[src/rtl/bom_pkg.sv]
package bom_pkg;
   localparam int unsigned FLAG_LEN_DEF = 8;
   localparam int unsigned CODE_W_DEF   = 6;
   localparam int unsigned REPEATS_DEF  = 3;

   // flag run, leading zero, codeword, trailing zero
   function automatic int unsigned frame_bits(int unsigned flag_len, int unsigned code_w);
      return flag_len + code_w + 2;
   endfunction
endpackage

[src/rtl/bom_window.sv]
module bom_window #(
   parameter int unsigned FRAME_W = 16
) (
   input  logic               clk,
   input  logic               rst_n,
   input  logic               bit_i,
   input  logic               bit_en_i,
   output logic [FRAME_W-1:0] win_o,
   output logic               fresh_o
);
   if (FRAME_W < 4) begin : g_bad_width
      $error("bom_window: FRAME_W too small");
   end

   logic [FRAME_W-1:0] win_q;
   logic               fresh_q;

   always_ff @(posedge clk) begin
      if (!rst_n) begin
         win_q   <= '0;
         fresh_q <= 1'b0;
      end else begin
         fresh_q <= bit_en_i;
         if (bit_en_i) begin
            win_q <= {win_q[FRAME_W-2:0], bit_i};
         end
      end
   end

   assign win_o   = win_q;
   assign fresh_o = fresh_q;
endmodule

[src/rtl/bom_frame_match.sv]
module bom_frame_match #(
   parameter int unsigned FLAG_LEN       = 8,
   parameter int unsigned CODE_W         = 6,
   parameter bit          CODE_MSB_FIRST = 1'b1,
   localparam int unsigned FRAME_W       = FLAG_LEN + CODE_W + 2
) (
   input  logic [FRAME_W-1:0] win_i,
   output logic               hit_o,
   output logic [CODE_W-1:0]  code_o
);
   // a flag run longer than the codeword keeps the alignment unique
   if (FLAG_LEN <= CODE_W) begin : g_bad_flag
      $error("bom_frame_match: FLAG_LEN must exceed CODE_W");
   end

   logic [CODE_W-1:0] raw;
   assign raw   = win_i[CODE_W:1];
   assign hit_o = (&win_i[FRAME_W-1 -: FLAG_LEN]) & ~win_i[CODE_W+1] & ~win_i[0];

   if (CODE_MSB_FIRST) begin : g_msb_first
      assign code_o = raw;
   end else begin : g_lsb_first
      for (genvar i = 0; i < CODE_W; i++) begin : g_rev
         assign code_o[i] = raw[CODE_W-1-i];
      end
   end
endmodule

[src/rtl/bom_qualify.sv]
module bom_qualify #(
   parameter int unsigned CODE_W  = 6,
   parameter int unsigned FRAME_W = 16,
   parameter int unsigned REPEATS = 3,
   localparam int unsigned GAP_W  = $clog2(FRAME_W),
   localparam int unsigned CNT_W  = $clog2(REPEATS + 1)
) (
   input  logic              clk,
   input  logic              rst_n,
   input  logic              fresh_i,
   input  logic              hit_i,
   input  logic [CODE_W-1:0] code_i,
   output logic              valid_o,
   output logic [CODE_W-1:0] code_o,
   output logic              irq_o
);
   if (REPEATS < 2) begin : g_bad_rep
      $error("bom_qualify: REPEATS must be at least 2");
   end

   localparam logic [GAP_W-1:0] GAP_LAST = GAP_W'(FRAME_W - 1);
   localparam logic [CNT_W-1:0] CNT_FULL = CNT_W'(REPEATS);

   logic [GAP_W-1:0]  gap_q;
   logic [CNT_W-1:0]  cnt_q, cnt_hit;
   logic [CODE_W-1:0] cand_q, rep_q;
   logic              seen_q, irq_q, same;

   always_comb begin
      same    = (cnt_q != '0) && (gap_q == GAP_LAST) && (code_i == cand_q);
      cnt_hit = !same ? CNT_W'(1) : (cnt_q == CNT_FULL) ? cnt_q : cnt_q + CNT_W'(1);
   end

   always_ff @(posedge clk) begin
      if (!rst_n) begin
         gap_q  <= GAP_LAST;
         cnt_q  <= '0;
         cand_q <= '0;
         rep_q  <= '0;
         seen_q <= 1'b0;
         irq_q  <= 1'b0;
      end else begin
         irq_q <= 1'b0;
         if (fresh_i) begin
            if (hit_i) begin
               gap_q  <= '0;
               cnt_q  <= cnt_hit;
               cand_q <= code_i;
               if (cnt_hit == CNT_FULL) begin
                  rep_q  <= code_i;
                  seen_q <= 1'b1;
                  if (cnt_q != CNT_FULL && (!seen_q || code_i != rep_q)) begin
                     irq_q <= 1'b1;
                  end
               end
            end else if (gap_q != GAP_LAST) begin
               gap_q <= gap_q + GAP_W'(1);
            end else begin
               cnt_q <= '0;
            end
         end
      end
   end

   assign valid_o = (cnt_q == CNT_FULL);
   assign code_o  = rep_q;
   assign irq_o   = irq_q;

   p_irq_single_r6: assert property (@(posedge clk) disable iff (!rst_n)
      irq_o |=> !irq_o);
   p_irq_with_valid_r6: assert property (@(posedge clk) disable iff (!rst_n)
      irq_o |-> valid_o);
   p_valid_rise_r3: assert property (@(posedge clk) disable iff (!rst_n)
      $rose(valid_o) |-> $past(fresh_i && hit_i));
   p_valid_fall_r4: assert property (@(posedge clk) disable iff (!rst_n)
      $fell(valid_o) |-> $past(fresh_i));
   p_code_hold_r5: assert property (@(posedge clk) disable iff (!rst_n)
      (valid_o && $past(valid_o)) |-> $stable(code_o));
   p_idle_hold_r9: assert property (@(posedge clk) disable iff (!rst_n)
      !fresh_i |=> ($stable(valid_o) && $stable(code_o) && !irq_o));
endmodule

[src/rtl/bom_detect.sv]
module bom_detect #(
   parameter int unsigned FLAG_LEN       = bom_pkg::FLAG_LEN_DEF,
   parameter int unsigned CODE_W         = bom_pkg::CODE_W_DEF,
   parameter int unsigned REPEATS        = bom_pkg::REPEATS_DEF,
   parameter bit          CODE_MSB_FIRST = 1'b1
) (
   input  logic              clk,
   input  logic              rst_n,
   input  logic              bit_i,
   input  logic              bit_en_i,
   output logic [CODE_W-1:0] code_o,
   output logic              valid_o,
   output logic              irq_o
);
   localparam int unsigned FRAME_W = bom_pkg::frame_bits(FLAG_LEN, CODE_W);

   logic [FRAME_W-1:0] win;
   logic               fresh, hit;
   logic [CODE_W-1:0]  code_now;

   bom_window #(.FRAME_W(FRAME_W)) u_window (
      .clk(clk), .rst_n(rst_n), .bit_i(bit_i), .bit_en_i(bit_en_i),
      .win_o(win), .fresh_o(fresh)
   );

   bom_frame_match #(.FLAG_LEN(FLAG_LEN), .CODE_W(CODE_W),
                     .CODE_MSB_FIRST(CODE_MSB_FIRST)) u_match (
      .win_i(win), .hit_o(hit), .code_o(code_now)
   );

   bom_qualify #(.CODE_W(CODE_W), .FRAME_W(FRAME_W), .REPEATS(REPEATS)) u_qualify (
      .clk(clk), .rst_n(rst_n), .fresh_i(fresh), .hit_i(hit), .code_i(code_now),
      .valid_o(valid_o), .code_o(code_o), .irq_o(irq_o)
   );
endmodule

[config.mk]
export PLATFORM = sky130hd
export DESIGN_NAME = bom_detect
export DESIGN_NICKNAME = d
export VERILOG_FILES = /design/src/rtl/bom_pkg.sv /design/src/rtl/bom_window.sv /design/src/rtl/bom_frame_match.sv /design/src/rtl/bom_qualify.sv /design/src/rtl/bom_detect.sv
export SDC_FILE = /design/constraint.sdc
export NUM_CORES = 1
export LEC_CHECK = 0
export BUFFER_PORTS_ARGS = -buffer_cell sky130_fd_sc_hd__buf_2
export CORE_MARGIN = 10
export CORE_UTILIZATION = 52
export DETAILED_ROUTE_END_ITERATION = 6
export PLACE_DENSITY = 0.73
export REMOVE_ABC_BUFFERS = 1
export SETUP_SLACK_MARGIN = 0.2
export SYNTH_ARGS = -nofsm -noshare
export SYNTH_HDL_FRONTEND = slang
export SYNTH_SLANG_ARGS = --single-unit
export TNS_END_PERCENT = 10
[constraint.sdc]
create_clock -name clk -period 2 [get_ports clk]
set_clock_uncertainty 0.05 [all_clocks]
set_input_delay 0.1 -clock clk [delete_from_list [all_inputs] [get_ports clk]]
set_output_delay 0.1 -clock clk [all_outputs]
set_load 0.01 [all_outputs]
Word level (Yosys, flattened, before mapping)
Cells that the tools add are included.

Logic and storage cells: 42. Output and inout bits: 8. Register bits: 37. Input bits: 4.

Reductions and logical operators: 13. Bitwise operators: 4. Eq/ne operators: 8. Add/sub/neg operators: 2. Muxes and demuxes: 7.

Operator list (count): two-way mux 2 bit (4); two-way mux 4 bit (2); AND reduction 8 bit (1); equality test 6 bit (1); inequality test 6 bit (1); AND reduction 2 bit (3); adder 4 x 1 -> 4 bit, second input constant (1); equality test 2 bit, second input constant (2); equality test 4 bit, second input constant (1); inequality test 2 bit, second input constant (2); inequality test 4 bit, second input constant (1); AND reduction 4 bit (1); nonzero test 2 bit (2); logical AND 1 bit (3); AND reduction 3 bit (1); adder 2 x 1 -> 2 bit, second input constant (1); AND 1 bit (2); NOT 1 bit (2); logical NOT 1 bit (1); logical OR 1 bit (1); two-way mux 1 bit (1).

Logic depth before layout (Yosys ltp)
Word-level depth: 6. Gate-level depth with buffers: 5. Mapped depth without buffers: 5.

By module
A second synthesis with hierarchy kept.

Cells, all modules: 172. Area, all modules: 1691.6 µm².

Modules (own cells, without submodules): bom_qualify (sequential area each 400.4 µm², times used 1, area an instance 972.2 µm², cells an instance 109); bom_window (sequential area each 340.3 µm², times used 1, area an instance 643.1 µm², cells an instance 53); bom_frame_match (sequential area each 0.0 µm², times used 1, area an instance 76.3 µm², cells an instance 10).

Worst setup path before layout
No wires, ideal clock.

Kind: register -> register. Start: reg u_window.win_q[0] (netlist: u_window.win_o[0]). End: reg u_qualify.rep_q[0] (netlist: u_qualify.code_o[0]). Required time: 1.878 ns. Library setup time: 0.072 ns. Path slack: 0.003 ns. Arrival time: 1.875 ns. Path buffers: 1. Stages on the path, launching flop included: 6. Clock period less this slack: 1.997 ns. Path through: dfxtp_1 or2_4 or4_4 buf_6 nor4_4 mux2i_1.

Longest elaborated chain between the ends: 3.

RTL lines: start: declaration (line bom_window.sv:15) `logic [FRAME_W-1:0] win_q;`; start signal: assignment (line bom_window.sv:25) `win_q <= {win_q[FRAME_W-2:0], bit_i};`; NOT 1 bit (line bom_frame_match.sv:18) `assign hit_o = (&win_i[FRAME_W-1 -: FLAG_LEN]) & ~win_i[CODE_W+1] & ~win_i[0];`; AND 1 bit (line bom_frame_match.sv:18); AND reduction 3 bit (no line); end signal: assignment (line bom_qualify.sv:50) `rep_q <= code_i;`; end: declaration (line bom_qualify.sv:26) `logic [CODE_W-1:0] cand_q, rep_q;`.

No other way between the ends. A chain may end at the register's enable or synchronous reset.

Worst setup path in the final report
Start: reg u_window.win_q[7] (netlist: u_window.win_o[7]). End: reg u_qualify.rep_q[5] (netlist: u_qualify.code_o[5]).

Longest elaborated chain between the ends: 4.

RTL lines (line): NOT 1 bit (bom_frame_match.sv:18); AND 1 bit (2 in a row) (bom_frame_match.sv:18); AND reduction 3 bit (no line).

No other way between the ends.

==> key figures <==
Synthesis
  – Async S/R FF share, synth: 0%
  – Synth Area per Inst: 9.082 sq um
  – Synth Warn #: 0
  – Ys flop type: dfxtp_1
  – Synth Cell Area: 1617 sq um
  – Yosys reg bits: 37
  – Post-Syn Instances: 178
  – Sequential cell area fraction in the yosys report: 45.82%
  – Post-synth EDFFs: 0
  – Post-synth cell types: 33

Placement
  – Placed inst area: 1720 sq um
  – Total placed cells including tap cells: 217
  – Post-detail-place hpwl: 2330 um
  – Port bufs: 11
  – Final GP Congestion: 0.7621

Clock network
  – Clock Tree Buf Depth: 2
  – Worst-path clk slew: 120 ps
  – CTS tree: yes
  – Root Buffer: clkbuf_4
  – Total CTS buffers: 5
  – H-tree lvl count: 2
  – CTS Sinks: 37
  – Clock Latency Late Sink: 360 ps

Floorplan
  – Core Area: 3003 sq um
  – Top Ports: 12
  – Width of the die: 75.76 um
  – Rows: 20
  – Die Ht: 75.76 um
  – Die area: 5739 sq um
  – Initial core utilization: 53.83%

Power
  – Pwr Total: 1.220 mW
  – Peak VDD IR: 488.6 uV
  – Power Density: 671.1 nW/um^2
  – Leak: 0.7299 nW

Route
  – Initial DRC Count: 136
  – Routed len/inst: 14.21 um
  – # DRC: 0
  – Post-DR vias/cell: 5.548
  – Routed via count: 1265
  – Post-route ant nets: 0
  – Detailed Route WL: 3241 um
  – First-pass iteration count of the detailed router: 4

Timing
  – Slew headroom: 68.51%
  – Final setup violation count: 0
  – F_max: 550.3 MHz
  – Final Cycle Share: 90.86%
  – Setup TNS: 0 ps
  – Final min period: 1817 ps
  – Final Slew Violations: 0
  – Tightest Pin Transition: 472.3 ps
  – Unrepaired setup endpoints after global routing: yes
  – Final Hold Fails: 0

Cells and area
  – Diode count: 0
  – Design area: 1818 sq um
  – Ratio of cells with drive above 1 in the final layout: 18.97%
  – Final net count: 200
  – Area Overhead vs Synth: 12.46%
  – Final Instance Count excl. Fillers: 228
  – Util after Layout: 60.54%

Run status
  – Status: finished, final reports clean

Critical path
  – CP startpoint kind: register
  – Critical path peak fanout: 8
  – Required time of the critical path: 2230 ps
  – Kind of critical path: register to register
  – Critical Path AT: 2050 ps
  – Endpoint class of the critical path: register

Global route
  – Grt met1 use: 14.19%
  – Gr busiest metal: met2
  – Vias in the first global route: 1182
  – Routing usage on met2: 19.15%
  – GRT overflow: 0
  – Largest net degree at the start of global routing: 18
  – Gr usage total: 12.49%
  – Initial antenna violation count: 0
  – Met3 global-route usage: 4.818%
  – First-pass GRT wire length: 5354 um

Min path
  – Worst Hold Class: input port to register

Job
  – Maxcap violations: 0
## cells in the mapped netlist, types with 2 or more instances
master / number / area [sq um]
dfxtp_1: 37 / 740.7
inv_1: 2 / 7.510
nand4_1: 4 / 25.02
a21oi_1: 10 / 50.05
xor2_1: 3 / 26.28
and2_1: 2 / 12.51
mux2i_1: 22 / 220.2
nand3_1: 10 / 50.05
nor2_1: 18 / 67.56
or4_1: 2 / 15.01
nand2_1: 23 / 86.33
and3_1: 3 / 18.77
clkbuf_1: 12 / 45.04
xnor2_1: 9 / 78.83
o21ai_0: 3 / 15.01
## area by class of cell
type | instances | area, sq um
clock buffer | 6 | 51.30
clock inverter | 1 | 7.507
fill | 263 | 1185
inverter | 3 | 11.26
multi-input combinational | 124 | 804.5
sequential | 37 | 743.2
tap | 33 | 41.29
timing repair buffer | 24 | 158.9
## logic make-up after synthesis
| kind of cell | Yosys count | share of synthesized area [%] |
|---|---|---|
| muxes | 22 | 13.62 |
| DFF | 37 | 45.82 |
| and+or+nand+nor | 70 | 21.75 |
| xor gates and xnor gates | 12 | 6.502 |
| adders and majority gates | 1 | 0.7739 |
| buffers and inverters | 17 | 4.411 |
| AOI/OAI and AO/OA | 19 | 7.121 |
## report_power, final
part | leakage [nW] | switching [mW] | internal, mW
Clock | 0.0303 | 0.253 | 0.164
Combinational | 0.400 | 0.0358 | 0.0232
Sequential | 0.299 | 0.00300 | 0.740
## cell usage in the layout (no fill, tap or decap), types with 5 or more instances in the layout
cell type	count
nand2_1	23
clkbuf_4	5
a21oi_1	10
buf_4	11
nand3_1	10
nor2_1	18
mux2i_1	22
xnor2_1	9
dfxtp_1	35
buf_2	11
## registers in the layout, summed over array words and instances (netlist names)
| name | count |
|---|---|
| u_qualify.irq_o | 1 |
| u_qualify.cnt_q | 2 |
| u_window.fresh_o | 1 |
| u_window.win_o | 16 |
| u_qualify.cand_q | 6 |
| u_qualify.gap_q | 4 |
| u_qualify.code_o | 6 |
| u_qualify.seen_q | 1 |
## metrics by stage
| stage | hold slack (ps) | setup slack, ps |
|---|---|---|
| 2_1_floorplan | 126.2 | 15.71 |
| 3_3_place_gp | 303.3 | 134.3 |
| 3_5_place_dp | 345.1 | 71.02 |
| 4_1_cts | 0.9258 | 170.4 |
| 5_1_grt | 14.54 | 106.4 |
| 6_report | 10.79 | 182.8 |
## timing repair
action                                  4_1_cts  5_1_grt
pin swaps                                     5        0
setup buffers                                 3        0
endpoints found under the hold margin         1        0
gates resized for setup                       3        0
endpoints found under the setup margin        9       11
hold buffers                                  1        0
## metal layers
layer  share of wire (%)  routed length [um]
met3                 4.8                 157
met5                   0                   0
met2                  49                1600
met4                 2.7                  86
met1                  43                1396
## path summary, 6_finish.rpt
| path | cells past startpoint | slack, ps | startpoint | to |
|---|---|---|---|---|
| max reg2reg | 5 | 180 | u_window.win_o[7] | u_qualify.code_o[5] |
| min reg2reg | 2 | 420 | u_qualify.cand_q[4] | u_qualify.cand_q[4] |
| max | 5 | 180 | u_window.win_o[7] | u_qualify.code_o[5] |
| min | 2 | 10 | rst_n | u_qualify.gap_q[2] |
## critical path: stages, from the launching register on
cell	delay, ps
dfxtp_2	330
or2_4	240
or4_4	580
nor4_4	160
buf_6	180
mux2i_1	220
Power figures use the tool's default switching activity.
